$ cat src/rtl/cntch_pkg.sv
package cntch_pkg;

  typedef enum logic [2:0] {
    MODE_TC      = 3'd0,
    MODE_ONESHOT = 3'd1,
    MODE_RATE    = 3'd2,
    MODE_SQUARE  = 3'd3,
    MODE_SWSTB   = 3'd4,
    MODE_HWSTB   = 3'd5
  } mode_e;

  localparam logic [1:0] ADDR_CMD  = 2'b11;
  localparam logic [1:0] ADDR_DATA = 2'b00;
  localparam logic [1:0] ACC_LOHI  = 2'b11;
  localparam int         MODE_LSB  = 1;
  localparam int         ACC_LSB   = 4;

  // field values 6 and 7 fold onto the rate and square modes
  function automatic mode_e fold_mode(input logic [2:0] f);
    return mode_e'({f[2] & ~f[1], f[1], f[0]});
  endfunction

endpackage

$ cat src/rtl/cntch_regif.sv
module cntch_regif
  import cntch_pkg::*;
#(
  parameter int BYTE_W = 8,
  localparam int CNT_W = 2 * BYTE_W
) (
  input  logic              clk,
  input  logic              rst_n,
  input  logic              wr_en,
  input  logic [1:0]        wr_addr,
  input  logic [BYTE_W-1:0] wr_data,
  output logic              cmd_req,
  output mode_e             cmd_mode,
  output mode_e             mode_q,
  output logic              load_req,
  output logic [CNT_W-1:0]  init_q
);

  logic              hi_sel_q, hi_sel_n;
  logic [BYTE_W-1:0] lo_q, lo_n;
  logic [CNT_W-1:0]  init_n;
  mode_e             mode_n;
  logic              data_wr;

  assign cmd_req  = wr_en && (wr_addr == ADDR_CMD) &&
                    (wr_data[ACC_LSB+1:ACC_LSB] == ACC_LOHI);
  assign cmd_mode = fold_mode(wr_data[MODE_LSB+2:MODE_LSB]);
  assign data_wr  = wr_en && (wr_addr == ADDR_DATA);
  assign load_req = data_wr && hi_sel_q;

  always_comb begin
    hi_sel_n = hi_sel_q;
    lo_n     = lo_q;
    init_n   = init_q;
    mode_n   = mode_q;
    if (cmd_req) begin
      mode_n   = cmd_mode;
      hi_sel_n = 1'b0;
    end else if (data_wr) begin
      if (!hi_sel_q) begin
        lo_n     = wr_data;
        hi_sel_n = 1'b1;
      end else begin
        init_n   = {wr_data, lo_q};
        hi_sel_n = 1'b0;
      end
    end
  end

  always_ff @(posedge clk or negedge rst_n) begin
    if (!rst_n) begin
      hi_sel_q <= 1'b0;
      lo_q     <= '0;
      init_q   <= '0;
      mode_q   <= MODE_TC;
    end else begin
      hi_sel_q <= hi_sel_n;
      lo_q     <= lo_n;
      init_q   <= init_n;
      mode_q   <= mode_n;
    end
  end

  // a command always restarts the byte pair at the low byte
  p_cmd_restarts_pair_r1: assert property (@(posedge clk) disable iff (!rst_n)
    cmd_req |=> !hi_sel_q);

  // a low byte alone never changes the count in effect
  p_low_byte_no_load_r2: assert property (@(posedge clk) disable iff (!rst_n)
    (data_wr && !hi_sel_q) |=> $stable(init_q));

endmodule

$ cat src/rtl/cntch_gate_edge.sv
module cntch_gate_edge (
  input  logic clk,
  input  logic rst_n,
  input  logic gate_i,
  output logic gate_lvl,
  output logic gate_rise
);

  logic gate_q;

  assign gate_lvl  = gate_i;
  assign gate_rise = gate_i && !gate_q;

  always_ff @(posedge clk or negedge rst_n) begin
    if (!rst_n) gate_q <= 1'b0;
    else        gate_q <= gate_i;
  end

  // a rising-edge pulse lasts one clock
  p_rise_isolated_r8: assert property (@(posedge clk) disable iff (!rst_n)
    gate_rise |=> !gate_rise);

endmodule

$ cat src/rtl/cntch_core.sv
module cntch_core
  import cntch_pkg::*;
#(
  parameter int CNT_W = 16
) (
  input  logic             clk,
  input  logic             rst_n,
  input  logic             tick,
  input  logic             gate,
  input  logic             gate_rise,
  input  logic             cmd_req,
  input  mode_e            cmd_mode,
  input  mode_e            mode_q,
  input  logic             load_req,
  input  logic [CNT_W-1:0] init_val,
  output logic             out_q,
  output logic [CNT_W-1:0] cnt_q
);

  localparam logic [CNT_W-1:0] ONE = CNT_W'(1);
  localparam logic [CNT_W-1:0] TWO = CNT_W'(2);

  logic             out_n, run_q, run_n, have_q, have_n;
  logic             ldp_q, ldp_n, trp_q, trp_n, trig, gated_sq;
  logic [CNT_W-1:0] cnt_n, half_lo, half_hi;
  logic [CNT_W:0]   full_w;

  // a count of zero stands for 2**CNT_W
  assign full_w  = (init_val == '0) ? {1'b1, {CNT_W{1'b0}}} : {1'b0, init_val};
  assign half_lo = full_w[CNT_W:1];
  assign half_hi = CNT_W'(full_w - {1'b0, half_lo});

  assign trig     = trp_q || gate_rise;
  assign gated_sq = (mode_q == MODE_RATE) || (mode_q == MODE_SQUARE);

  always_comb begin
    cnt_n  = cnt_q;
    out_n  = out_q;
    run_n  = run_q;
    have_n = have_q;
    ldp_n  = ldp_q;
    trp_n  = trp_q || gate_rise;
    if (cmd_req) begin
      out_n  = (cmd_mode == MODE_TC) ? 1'b0 : 1'b1;
      run_n  = 1'b0;
      have_n = 1'b0;
      ldp_n  = 1'b0;
      trp_n  = 1'b0;
    end else begin
      if (tick) begin
        trp_n = 1'b0;
        case (mode_q)
          MODE_TC: begin
            if (ldp_q) begin
              cnt_n = init_val; out_n = 1'b0; run_n = 1'b1; ldp_n = 1'b0;
            end else if (run_q && gate) begin
              cnt_n = cnt_q - ONE;
              if (cnt_q == ONE) out_n = 1'b1;
            end
          end
          MODE_ONESHOT: begin
            ldp_n = 1'b0;
            if (trig && have_q) begin
              cnt_n = init_val; out_n = 1'b0; run_n = 1'b1;
            end else if (run_q) begin
              cnt_n = cnt_q - ONE;
              if (cnt_q == ONE) begin out_n = 1'b1; run_n = 1'b0; end
            end
          end
          MODE_RATE: begin
            ldp_n = 1'b0;
            if ((ldp_q && !run_q) || (trig && have_q)) begin
              cnt_n = init_val; out_n = 1'b1; run_n = 1'b1;
            end else if (run_q && gate) begin
              if (cnt_q == ONE) begin
                cnt_n = init_val; out_n = 1'b1;
              end else begin
                cnt_n = cnt_q - ONE;
                if (cnt_q == TWO) out_n = 1'b0;
              end
            end
          end
          MODE_SQUARE: begin
            ldp_n = 1'b0;
            if ((ldp_q && !run_q) || (trig && have_q)) begin
              cnt_n = half_hi; out_n = 1'b1; run_n = 1'b1;
            end else if (run_q && gate) begin
              if (cnt_q == ONE) begin
                out_n = !out_q;
                cnt_n = out_q ? half_lo : half_hi;
              end else begin
                cnt_n = cnt_q - ONE;
              end
            end
          end
          MODE_SWSTB: begin
            if (ldp_q) begin
              cnt_n = init_val; out_n = 1'b1; run_n = 1'b1; ldp_n = 1'b0;
            end else if (run_q) begin
              if (!out_q) begin
                out_n = 1'b1; run_n = 1'b0;
              end else if (gate) begin
                cnt_n = cnt_q - ONE;
                if (cnt_q == ONE) out_n = 1'b0;
              end
            end
          end
          MODE_HWSTB: begin
            ldp_n = 1'b0;
            if (trig && have_q) begin
              cnt_n = init_val; out_n = 1'b1; run_n = 1'b1;
            end else if (run_q) begin
              if (!out_q) begin
                out_n = 1'b1; run_n = 1'b0;
              end else begin
                cnt_n = cnt_q - ONE;
                if (cnt_q == ONE) out_n = 1'b0;
              end
            end
          end
          default: ;
        endcase
      end
      if (gated_sq && !gate) out_n = 1'b1;
      if (load_req) begin
        ldp_n  = 1'b1;
        have_n = 1'b1;
        if (mode_q == MODE_TC) begin
          out_n = 1'b0;
          run_n = 1'b0;
        end
      end
    end
  end

  always_ff @(posedge clk or negedge rst_n) begin
    if (!rst_n) begin
      cnt_q  <= '0;
      out_q  <= 1'b1;
      run_q  <= 1'b0;
      have_q <= 1'b0;
      ldp_q  <= 1'b0;
      trp_q  <= 1'b0;
    end else begin
      cnt_q  <= cnt_n;
      out_q  <= out_n;
      run_q  <= run_n;
      have_q <= have_n;
      ldp_q  <= ldp_n;
      trp_q  <= trp_n;
    end
  end

  // without a tick the count is frozen
  p_idle_count_frozen_r10: assert property (@(posedge clk) disable iff (!rst_n)
    !tick |=> $stable(cnt_q));

  // low gate in rate or square mode holds the output high
  p_gate_low_out_high_r9: assert property (@(posedge clk) disable iff (!rst_n)
    (!cmd_req && gated_sq && !gate) |=> out_q);

  // a strobe lasts a single tick
  p_strobe_one_tick_r7: assert property (@(posedge clk) disable iff (!rst_n)
    (!cmd_req && tick && run_q && !out_q &&
     ((mode_q == MODE_SWSTB) || (mode_q == MODE_HWSTB))) |=> out_q);

  // the high-byte write in mode 0 pulls the output low
  p_tc_low_after_write_r3: assert property (@(posedge clk) disable iff (!rst_n)
    (!cmd_req && load_req && (mode_q == MODE_TC)) |=> !out_q);

  // the one-shot pulse stays low until the count runs out
  p_oneshot_low_held_r4: assert property (@(posedge clk) disable iff (!rst_n)
    (!cmd_req && tick && (mode_q == MODE_ONESHOT) && run_q && !out_q &&
     (cnt_q != ONE)) |=> !out_q);

endmodule

$ cat src/rtl/interval_counter_chan.sv
module interval_counter_chan
  import cntch_pkg::*;
#(
  parameter int BYTE_W = 8,
  localparam int CNT_W = 2 * BYTE_W
) (
  input  logic              clk,
  input  logic              rst_n,
  input  logic              cnt_tick,
  input  logic              gate_i,
  input  logic              wr_en,
  input  logic [1:0]        wr_addr,
  input  logic [BYTE_W-1:0] wr_data,
  output logic              out_o,
  output logic [CNT_W-1:0]  count_o
);

  logic [1:0]       rst_pipe;
  logic             rst_int;
  logic             cmd_req, load_req, gate_lvl, gate_rise;
  mode_e            cmd_mode, mode_q;
  logic [CNT_W-1:0] init_q;

  // asserted at once, released on the second clock edge
  always_ff @(posedge clk or negedge rst_n) begin
    if (!rst_n) rst_pipe <= 2'b00;
    else        rst_pipe <= {rst_pipe[0], 1'b1};
  end
  assign rst_int = rst_pipe[1];

  cntch_regif #(.BYTE_W(BYTE_W)) u_regif (
    .clk      (clk),
    .rst_n    (rst_int),
    .wr_en    (wr_en),
    .wr_addr  (wr_addr),
    .wr_data  (wr_data),
    .cmd_req  (cmd_req),
    .cmd_mode (cmd_mode),
    .mode_q   (mode_q),
    .load_req (load_req),
    .init_q   (init_q)
  );

  cntch_gate_edge u_gate (
    .clk       (clk),
    .rst_n     (rst_int),
    .gate_i    (gate_i),
    .gate_lvl  (gate_lvl),
    .gate_rise (gate_rise)
  );

  cntch_core #(.CNT_W(CNT_W)) u_core (
    .clk       (clk),
    .rst_n     (rst_int),
    .tick      (cnt_tick),
    .gate      (gate_lvl),
    .gate_rise (gate_rise),
    .cmd_req   (cmd_req),
    .cmd_mode  (cmd_mode),
    .mode_q    (mode_q),
    .load_req  (load_req),
    .init_val  (init_q),
    .out_q     (out_o),
    .cnt_q     (count_o)
  );

endmodule

$ cat config.mk
export PLATFORM = sky130hd
export DESIGN_NAME = interval_counter_chan
export DESIGN_NICKNAME = d
export VERILOG_FILES = /design/src/rtl/cntch_pkg.sv /design/src/rtl/cntch_regif.sv /design/src/rtl/cntch_gate_edge.sv /design/src/rtl/cntch_core.sv /design/src/rtl/interval_counter_chan.sv
export SDC_FILE = /design/constraint.sdc
export NUM_CORES = 1
export LEC_CHECK = 0
export BUFFER_PORTS_ARGS = -buffer_cell sky130_fd_sc_hd__buf_2
export CORE_MARGIN = 2
export CORE_UTILIZATION = 40
export DETAILED_ROUTE_END_ITERATION = 7
export PLACE_DENSITY = 0.58
export SKIP_CTS_REPAIR_TIMING = 1
export SKIP_LAST_GASP = 1
export SLEW_MARGIN = 15
export SYNTH_ARGS = -nofsm -noshare
export SYNTH_HDL_FRONTEND = slang
export SYNTH_SLANG_ARGS = --single-unit
export TNS_END_PERCENT = 30
$ cat constraint.sdc
create_clock -name clk -period 2.4 [get_ports clk]
set_input_delay 0.12 -clock clk [delete_from_list [all_inputs] [get_ports clk]]
set_output_delay 0.12 -clock clk [all_outputs]
set_load 0.02 [all_outputs]
==> flow_summary.yaml, run 1 <==
status:
  status: "finished with violations"
  violations: "setup timing"
pwr:
  switching_share: 0.4785
  power.share.clock: 0.081
  ir_drop_uv: 704.9
  total_power_mw: 9.868
  power_density_mw_per_mm2: 1517
  sequentialPowerShare: 0.149
  p_leak_nw: 2.913
  pwr-share-comb: 0.769
  power.internal_mw: 5.146
  power_switching_mw: 4.722
sta:
  rsz0062_at_grt: "true"
  period_needed_ns: 3.304
  fin_skew_ns: 0.01264
  finalCritPeriodShare: 1.377
  worstMarginPinSlew_ns: 0.9146
  report.final.setup_viol: 17
  finalSetupTns_ns: -10.94
  layout_setup_ws_ns: -0.9044
  hold_violations: 0
  max_freq_mhz: 302.6
  slew_violations: 0
  slew_headroom: 0.3880
detailed_routing:
  ant_nets: 0
  wl_per_cell_um: 17.63
  drc: 0
  dr.pass1.iters: 5
  routed.top_layer: "met4"
  via_count: 5337
  drtIter0Drc: 425
  m1WireLength_um: 7114
  met2WireLength_um: 7613
  routed_wl_um: 16380
  met3_length_um: 1223
  via_per_inst: 5.745
global_route:
  grt_use_total: 0.2587
  antenna_found_initial: 0
  grt_max_degree: 37
  grt_pass1_wl_um: 26010
  grt-ovfl-total: 0
  grt_pass1_vias: 5023
critical_path:
  path_class: "register to register"
  worstPathRequired_ns: 2.65
  cp.arrival_ns: 3.56
  crit_fanout: 3
  crit_path_cell_trace: "inv_1 > ha_2 > and4_4 > nand2_4 > nand2_4 > inv_2 > fa_2 > o21bai_4 > a21oi_2 > o311ai_2 > buf_4 > o2111ai_2 > nand3_2 > buf_4 > nand3_1 > o311ai_4 > mux2_4 > nor2_1"
  cp-end-kind: "register"
  timing.rr.start: "u_regif.init_q[0]"
  slowest_delay_ns: 0.42
  cp-startpoint: "u_regif.init_q[0]"
  slowest_stage: "fa_2"
  critPathLaunchType: "register"
logic_synthesis:
  yosys_warnings: 0
  synth_compound_area_frac: 0.2975
  async_flop_share: 1.000
  synth_top_family_by_area: "compound AO/OA/AOI/OAI gates"
  synth_cells: 621
  yosys_most_used_dff: "dfrtp_1"
  synthXorXnorAreaFrac: 0.03735
  ys_seq_elements: 52
  synthAdderAreaFrac: 0.06830
  ys_seq_area_frac: 0.2777
  synth-simple-area-share: 0.2324
  syn_nets: 661
  synth_mux_area_frac: 0.02801
  syn_area_mm2: 0.004689
  avgSynthCellArea_um2: 7.552
  synth_edf_count: 0
  yosys.cell_types.count: 77
hold_path:
  holdCritPathClass: "input port to register"
  hp-start: "gate_i"
clocking:
  tritoncts: "built"
  clockBufferDepth: 2
  clk_pin_slew_worst_paths_ns: 0.08
  cts_sinks: 52
  cts_made_buffers: 5
  clk_latency_ns: 0.31
  cts-root-buf: "clkbuf_16"
  cts.htree.levels: 2
cells_and_area:
  layoutNonFillerInstCount: 929
  syn_to_final_growth_pct: 38.74
  diodes: 0
  nets: 825
  drive_gt1_frac: 0.3550
flow_run:
  drv_cap: 0
place:
  dp.cells: 907
  io_buffers: 31
  gp_congestion: 0.9097
  dpl.hpwl_um: 12930
die:
  die_area_mm2: 0.01261
  std_cell_rows: 39
  core_region_area_mm2: 0.01142
  die_w_um: 112.3
  initial_utilization: 0.4107
  io-pin-count: 32
  fp.dieH_um: 112.3
per-stage QoR:
step                instance area (um2)  setup slack (ns)  utilization  hold WS (ns)
floorplan                          4896            -1.050            -       -0.1756
global placement                   6131           -0.9182       0.5369      -0.09534
detailed placement                 6131           -0.9660       0.5369      -0.09200
CTS                                6285           -0.9754       0.5504       -0.4290
global route                       6506            -1.075       0.5698       0.03637
finish                             6506           -0.9044       0.5698       0.03297
state kept, by name, indices dropped and copies added, names as in the netlist:
| register | count |
|---|---|
| u_core.cnt_q | 16 |
| u_regif.init_q | 16 |
| u_regif.lo_q | 8 |
| u_regif.mode_q | 3 |
| rst_pipe | 2 |
| u_core.have_q | 1 |
| u_core.ldp_q | 1 |
| u_core.out_q | 1 |
| u_core.run_q | 1 |
| u_core.trp_q | 1 |
| u_gate.gate_q | 1 |
| u_regif.hi_sel_q | 1 |
power by group through the flow:
stage | combinational [mW] | sequential, mW | clock [mW]
global route | 8.22 | 1.53 | 0.845
floorplan | 3.95 | 1.72 | 0
finish | 7.59 | 1.47 | 0.800
CTS | 6.97 | 1.48 | 0.824
detailed placement | 6.93 | 1.49 | 0
global placement | 6.82 | 1.47 | 0
cells in the final DEF, fill, tap and decap left out, drive strengths merged, types with 12 or more instances in the layout:
cell type	instances
nor2	59
ha	24
xor2	12
inv	35
dfrtp	51
o21ai	75
nor3	23
buf	191
nand2	81
nand3	16
a21oi	43
cell families (layout without fill, tap and decap cells):
| logic type | after synthesis | count (layout) |
|---|---|---|
| and+or+nand+nor | 226 | 226 |
| AOI/OAI and AO/OA | 215 | 215 |
| buffers and inverters | 70 | 235 |
| DFF | 52 | 52 |
| adders and majority gates | 25 | 25 |
| xor gates and xnor gates | 20 | 20 |
| muxes | 12 | 12 |
| other | 1 | 1 |
synth_stat cells, drive strengths merged (3+ instances only):
cell,number,area [um2]
a21o,3,22.52
o311ai,5,43.79
buf,9,41.29
mux2,9,101.4
or3,6,47.54
xnor2,8,70.07
o22ai,8,50.05
o21bai,6,45.04
o41ai,3,26.28
nand2b,5,31.28
a2bb2oi,3,26.28
dfrtp,51,1276
inv,33,123.9
ha,24,300.3
and2,4,25.03
a21oi,43,215.2
a22oi,3,22.52
a31oi,11,68.82
nand4,6,52.55
a221oi,4,52.56
nand2,81,306.6
xor2,12,105.1
nand3,16,80.08
a211oi,7,52.55
o211ai,8,60.06
clkbuf,26,98.84
nor4,5,31.28
nor2,59,229.0
o2111ai,5,43.79
nor2b,9,56.30
o21ai,75,379.1
mux2i,3,30.03
o21a,5,37.54
nor3,23,137.6
o31ai,5,42.54
a222oi,3,30.03
cell type report:
class / count / area [um2]
clock buffer: 5 / 125.1
clock inverter: 3 / 28.78
fill: 1075 / 4912
inverter: 35 / 143.9
multi-input combinational: 499 / 3358
sequential: 52 / 1305
tap: 143 / 178.9
timing repair buffer: 192 / 1366
layer usage:
metal  global-route usage  vias up
met5                    0        -
met4              0.09268        0
met3              0.04752       35
met2               0.4064      219
met1               0.3582     2498
li1                     -     2585
worst max-delay path: cells and delay by family (launching register included):
family / cells / cell delay, ns
AOI/OAI and AO/OA: 5 / 0.80
DFF: 1 / 0.38
adders and majority gates: 2 / 0.61
and+or+nand+nor: 6 / 0.69
buffers and inverters: 4 / 0.44
muxes: 1 / 0.32
worst paths after layout:
kind                                     to  slack [ns]  depth (start not counted)
min in group asynchronous       rst_pipe[1]        0.11                          2
setup / recovery           u_core.cnt_q[10]       -0.90                         18
setup reg to reg           u_core.cnt_q[10]       -0.90                         18
hold / removal                u_gate.gate_q        0.03                          2
hold reg to reg                u_core.run_q        0.36                          0
max in group asynchronous   u_core.cnt_q[6]        1.28                          1
Note: power is estimated with default switching activity, not from simulation.
==> run 2: changes to the inputs <==
--- a/config.mk
+++ b/config.mk
@@ -14,3 +14,2 @@
 export SKIP_LAST_GASP = 1
-export SLEW_MARGIN = 15
 export SYNTH_ARGS = -nofsm -noshare
@@ -18,2 +17 @@
 export SYNTH_SLANG_ARGS = --single-unit
-export TNS_END_PERCENT = 30
==> constraint.sdc (replaced) <==
create_clock -name clk -period 2.4 [get_ports clk]
set_input_delay 0.36 -clock clk [delete_from_list [all_inputs] [get_ports clk]]
set_output_delay 0.36 -clock clk [all_outputs]
set_load 0.02 [all_outputs]
==> run 2 against run 1 <==
  * The run still ends with setup timing left
  * Maximum frequency up 0.88%
  * Power up 6.1%
  * Register-to-register slack better by 0.03 ns
  * Worst setup slack better by 0.029 ns
  * Critical endpoint unchanged
  * Combinational power up 8.8%
  * Die area unchanged
  * Worst hold slack better by 0.22 ns
  * Clock power down 4.8%
==> flow_summary.yaml, run 2 (synthesis gave the netlist of run 1 again) <==
cells_and_area:
  final_cell_area_mm2: 0.006756
  nets: 826
  multi_input_area_mm2: 0.003570
  layout_commonest_cell: "buf_4"
  ff_latch_area_mm2: 0.001305
  mostFrequentLayoutCells: "buf_4 (155), nand2_1 (75), o21ai_0 (57)"
  diodes: 0
  fill_cells: 1031
  drive_gt1_frac: 0.3888
  syn_to_final_growth_pct: 44.08
  top_regs: "u_core.cnt_q: 16 flops, u_regif.init_q: 16 flops, u_regif.lo_q: 8 flops"
die:
  die_w_um: 112.3
  fp.dieH_um: 112.3
  die_area_mm2: 0.01261
  std_cell_rows: 39
  core_region_area_mm2: 0.01142
  initial_utilization: 0.4107
  io-pin-count: 32
sta:
  fin_skew_ns: 0.009406
  slew_violations: 0
  finalCritPeriodShare: 1.365
  worstMarginPinSlew_ns: 0.4984
  whs_ns: 0.2572
  period_needed_ns: 3.276
  slew_headroom: 0.6643
  hold_violations: 0
  report.final.setup_viol: 16
  max_freq_mhz: 305.3
  rsz0062_at_grt: "true"
  layout_setup_ws_ns: -0.8755
global_route:
  gr-max-usage-layer: "met2"
  grt_use_total: 0.2575
  grt_util_met3: 0.03240
  grt_pass1_vias: 5008
  antenna_found_initial: 0
  grt.met1_usage: 0.3686
  grt-ovfl-total: 0
  grt_pass1_wl_um: 25930
  grt_max_degree: 29
  grtUsageMet2: 0.4076
critical_path:
  critPathLaunchType: "register"
  slowest_delay_ns: 0.41
  reg2reg_to: "u_core.cnt_q[10]"
  worstPathRequired_ns: 2.64
  crit_path_cell_trace: "inv_1 > ha_4 > and4_4 > nand2_4 > nand2_4 > inv_2 > fa_2 > o21bai_4 > a21oi_4 > o311ai_4 > o2111ai_2 > nand3b_1 > nand2_2 > o311ai_4 > mux2_4 > nor2_4"
  cp.arrival_ns: 3.52
  timing.rr.start: "u_regif.init_q[15]"
  rr_worst_depth: 16
  r2r_setup_slack_ns: -0.88
  crit_fanout: 3
  crit_path_end: "u_core.cnt_q[10]"
  cp-end-kind: "register"
  cp-startpoint: "u_regif.init_q[15]"
  path_class: "register to register"
  slowest_stage: "fa_2"
place:
  dpl.hpwl_um: 13100
  io_buffers: 31
  gp_congestion: 0.9339
  placed_area_mm2: 0.006152
pwr:
  power_density_mw_per_mm2: 1550
  p_leak_nw: 2.972
  ir_drop_uv: 679.6
detailed_routing:
  drc: 0
  via_per_inst: 5.731
  routed_wl_um: 16790
  dr.pass1.iters: 5
  wl_per_cell_um: 18.06
  ant_nets: 0
  drtIter0Drc: 481
  via_count: 5330
clocking:
  cts-root-buf: "clkbuf_16"
  clk_latency_ns: 0.30
  cts_made_buffers: 5
  clockBufferDepth: 2
  cts_sinks: 52
  tritoncts: "built"
  clk_pin_slew_worst_paths_ns: 0.08
  cts.htree.levels: 2
status:
  violations: "setup timing"
  status: "finished with violations"
flow_run:
  drv_cap: 0
hold_path:
  holdCritPathClass: "register to async pin"
[run 2: area by class of cell]
cell class / count / area share
tap: 143 / 0.02648
clock inverter: 3 / 0.003889
clock buffer: 5 / 0.01852
sequential: 52 / 0.1931
timing repair buffer: 193 / 0.2080
multi-input combinational: 499 / 0.5283
inverter: 35 / 0.02167
[run 2: power breakdown]
part           switching (mW)  total (mW)  internal [mW]
clock network           0.366       0.762          0.396
registers               0.232        1.45           1.22
logic                    4.44        8.26           3.82
total                    5.03        10.5           5.44
[run 2: worst min-delay path by stage]
stage               cells past startpoint        start  slack, ns                end
floorplan                               0        rst_n       0.06        rst_pipe[0]
global placement                        1        rst_n       0.15        rst_pipe[0]
detailed placement                      1        rst_n       0.15        rst_pipe[0]
CTS                                     1        rst_n      -0.18        rst_pipe[1]
global route                            2       gate_i       0.29      u_gate.gate_q
finish                                  1  rst_pipe[1]       0.26  u_regif.mode_q[2]
[run 2: metal layers]
layer / vias up / routed length [um]
li1: 2588 / -
met1: 2491 / 7558
met2: 213 / 7775
met3: 38 / 1043
met4: 0 / 415
met5: - / 0
[run 2: stage by stage]
step	cells	setup WS [ns]	total power, mW	utilization	setup TNS, ns
after floorplan	621	-1.049	5.709	-	-9.741
after global placement	907	-0.8492	8.366	0.5388	-9.351
after detailed placement	907	-0.9677	8.520	0.5388	-10.71
after CTS	915	-0.9863	9.318	0.5520	-10.84
after global routing	930	-0.9803	11.21	0.5917	-11.68
final	930	-0.8755	10.47	0.5917	-9.502
[run 2: critical path, delay by kind of cell (launching register included)]
kind                     cells  cell delay [ns]
AO/OA/AOI/OAI                5             1.03
AND/OR/NAND/NOR              6             0.76
adder cells (fa/ha/maj)      2             0.55
flip-flops                   1             0.37
multiplexers                 1             0.35
buffers and inverters        2             0.15
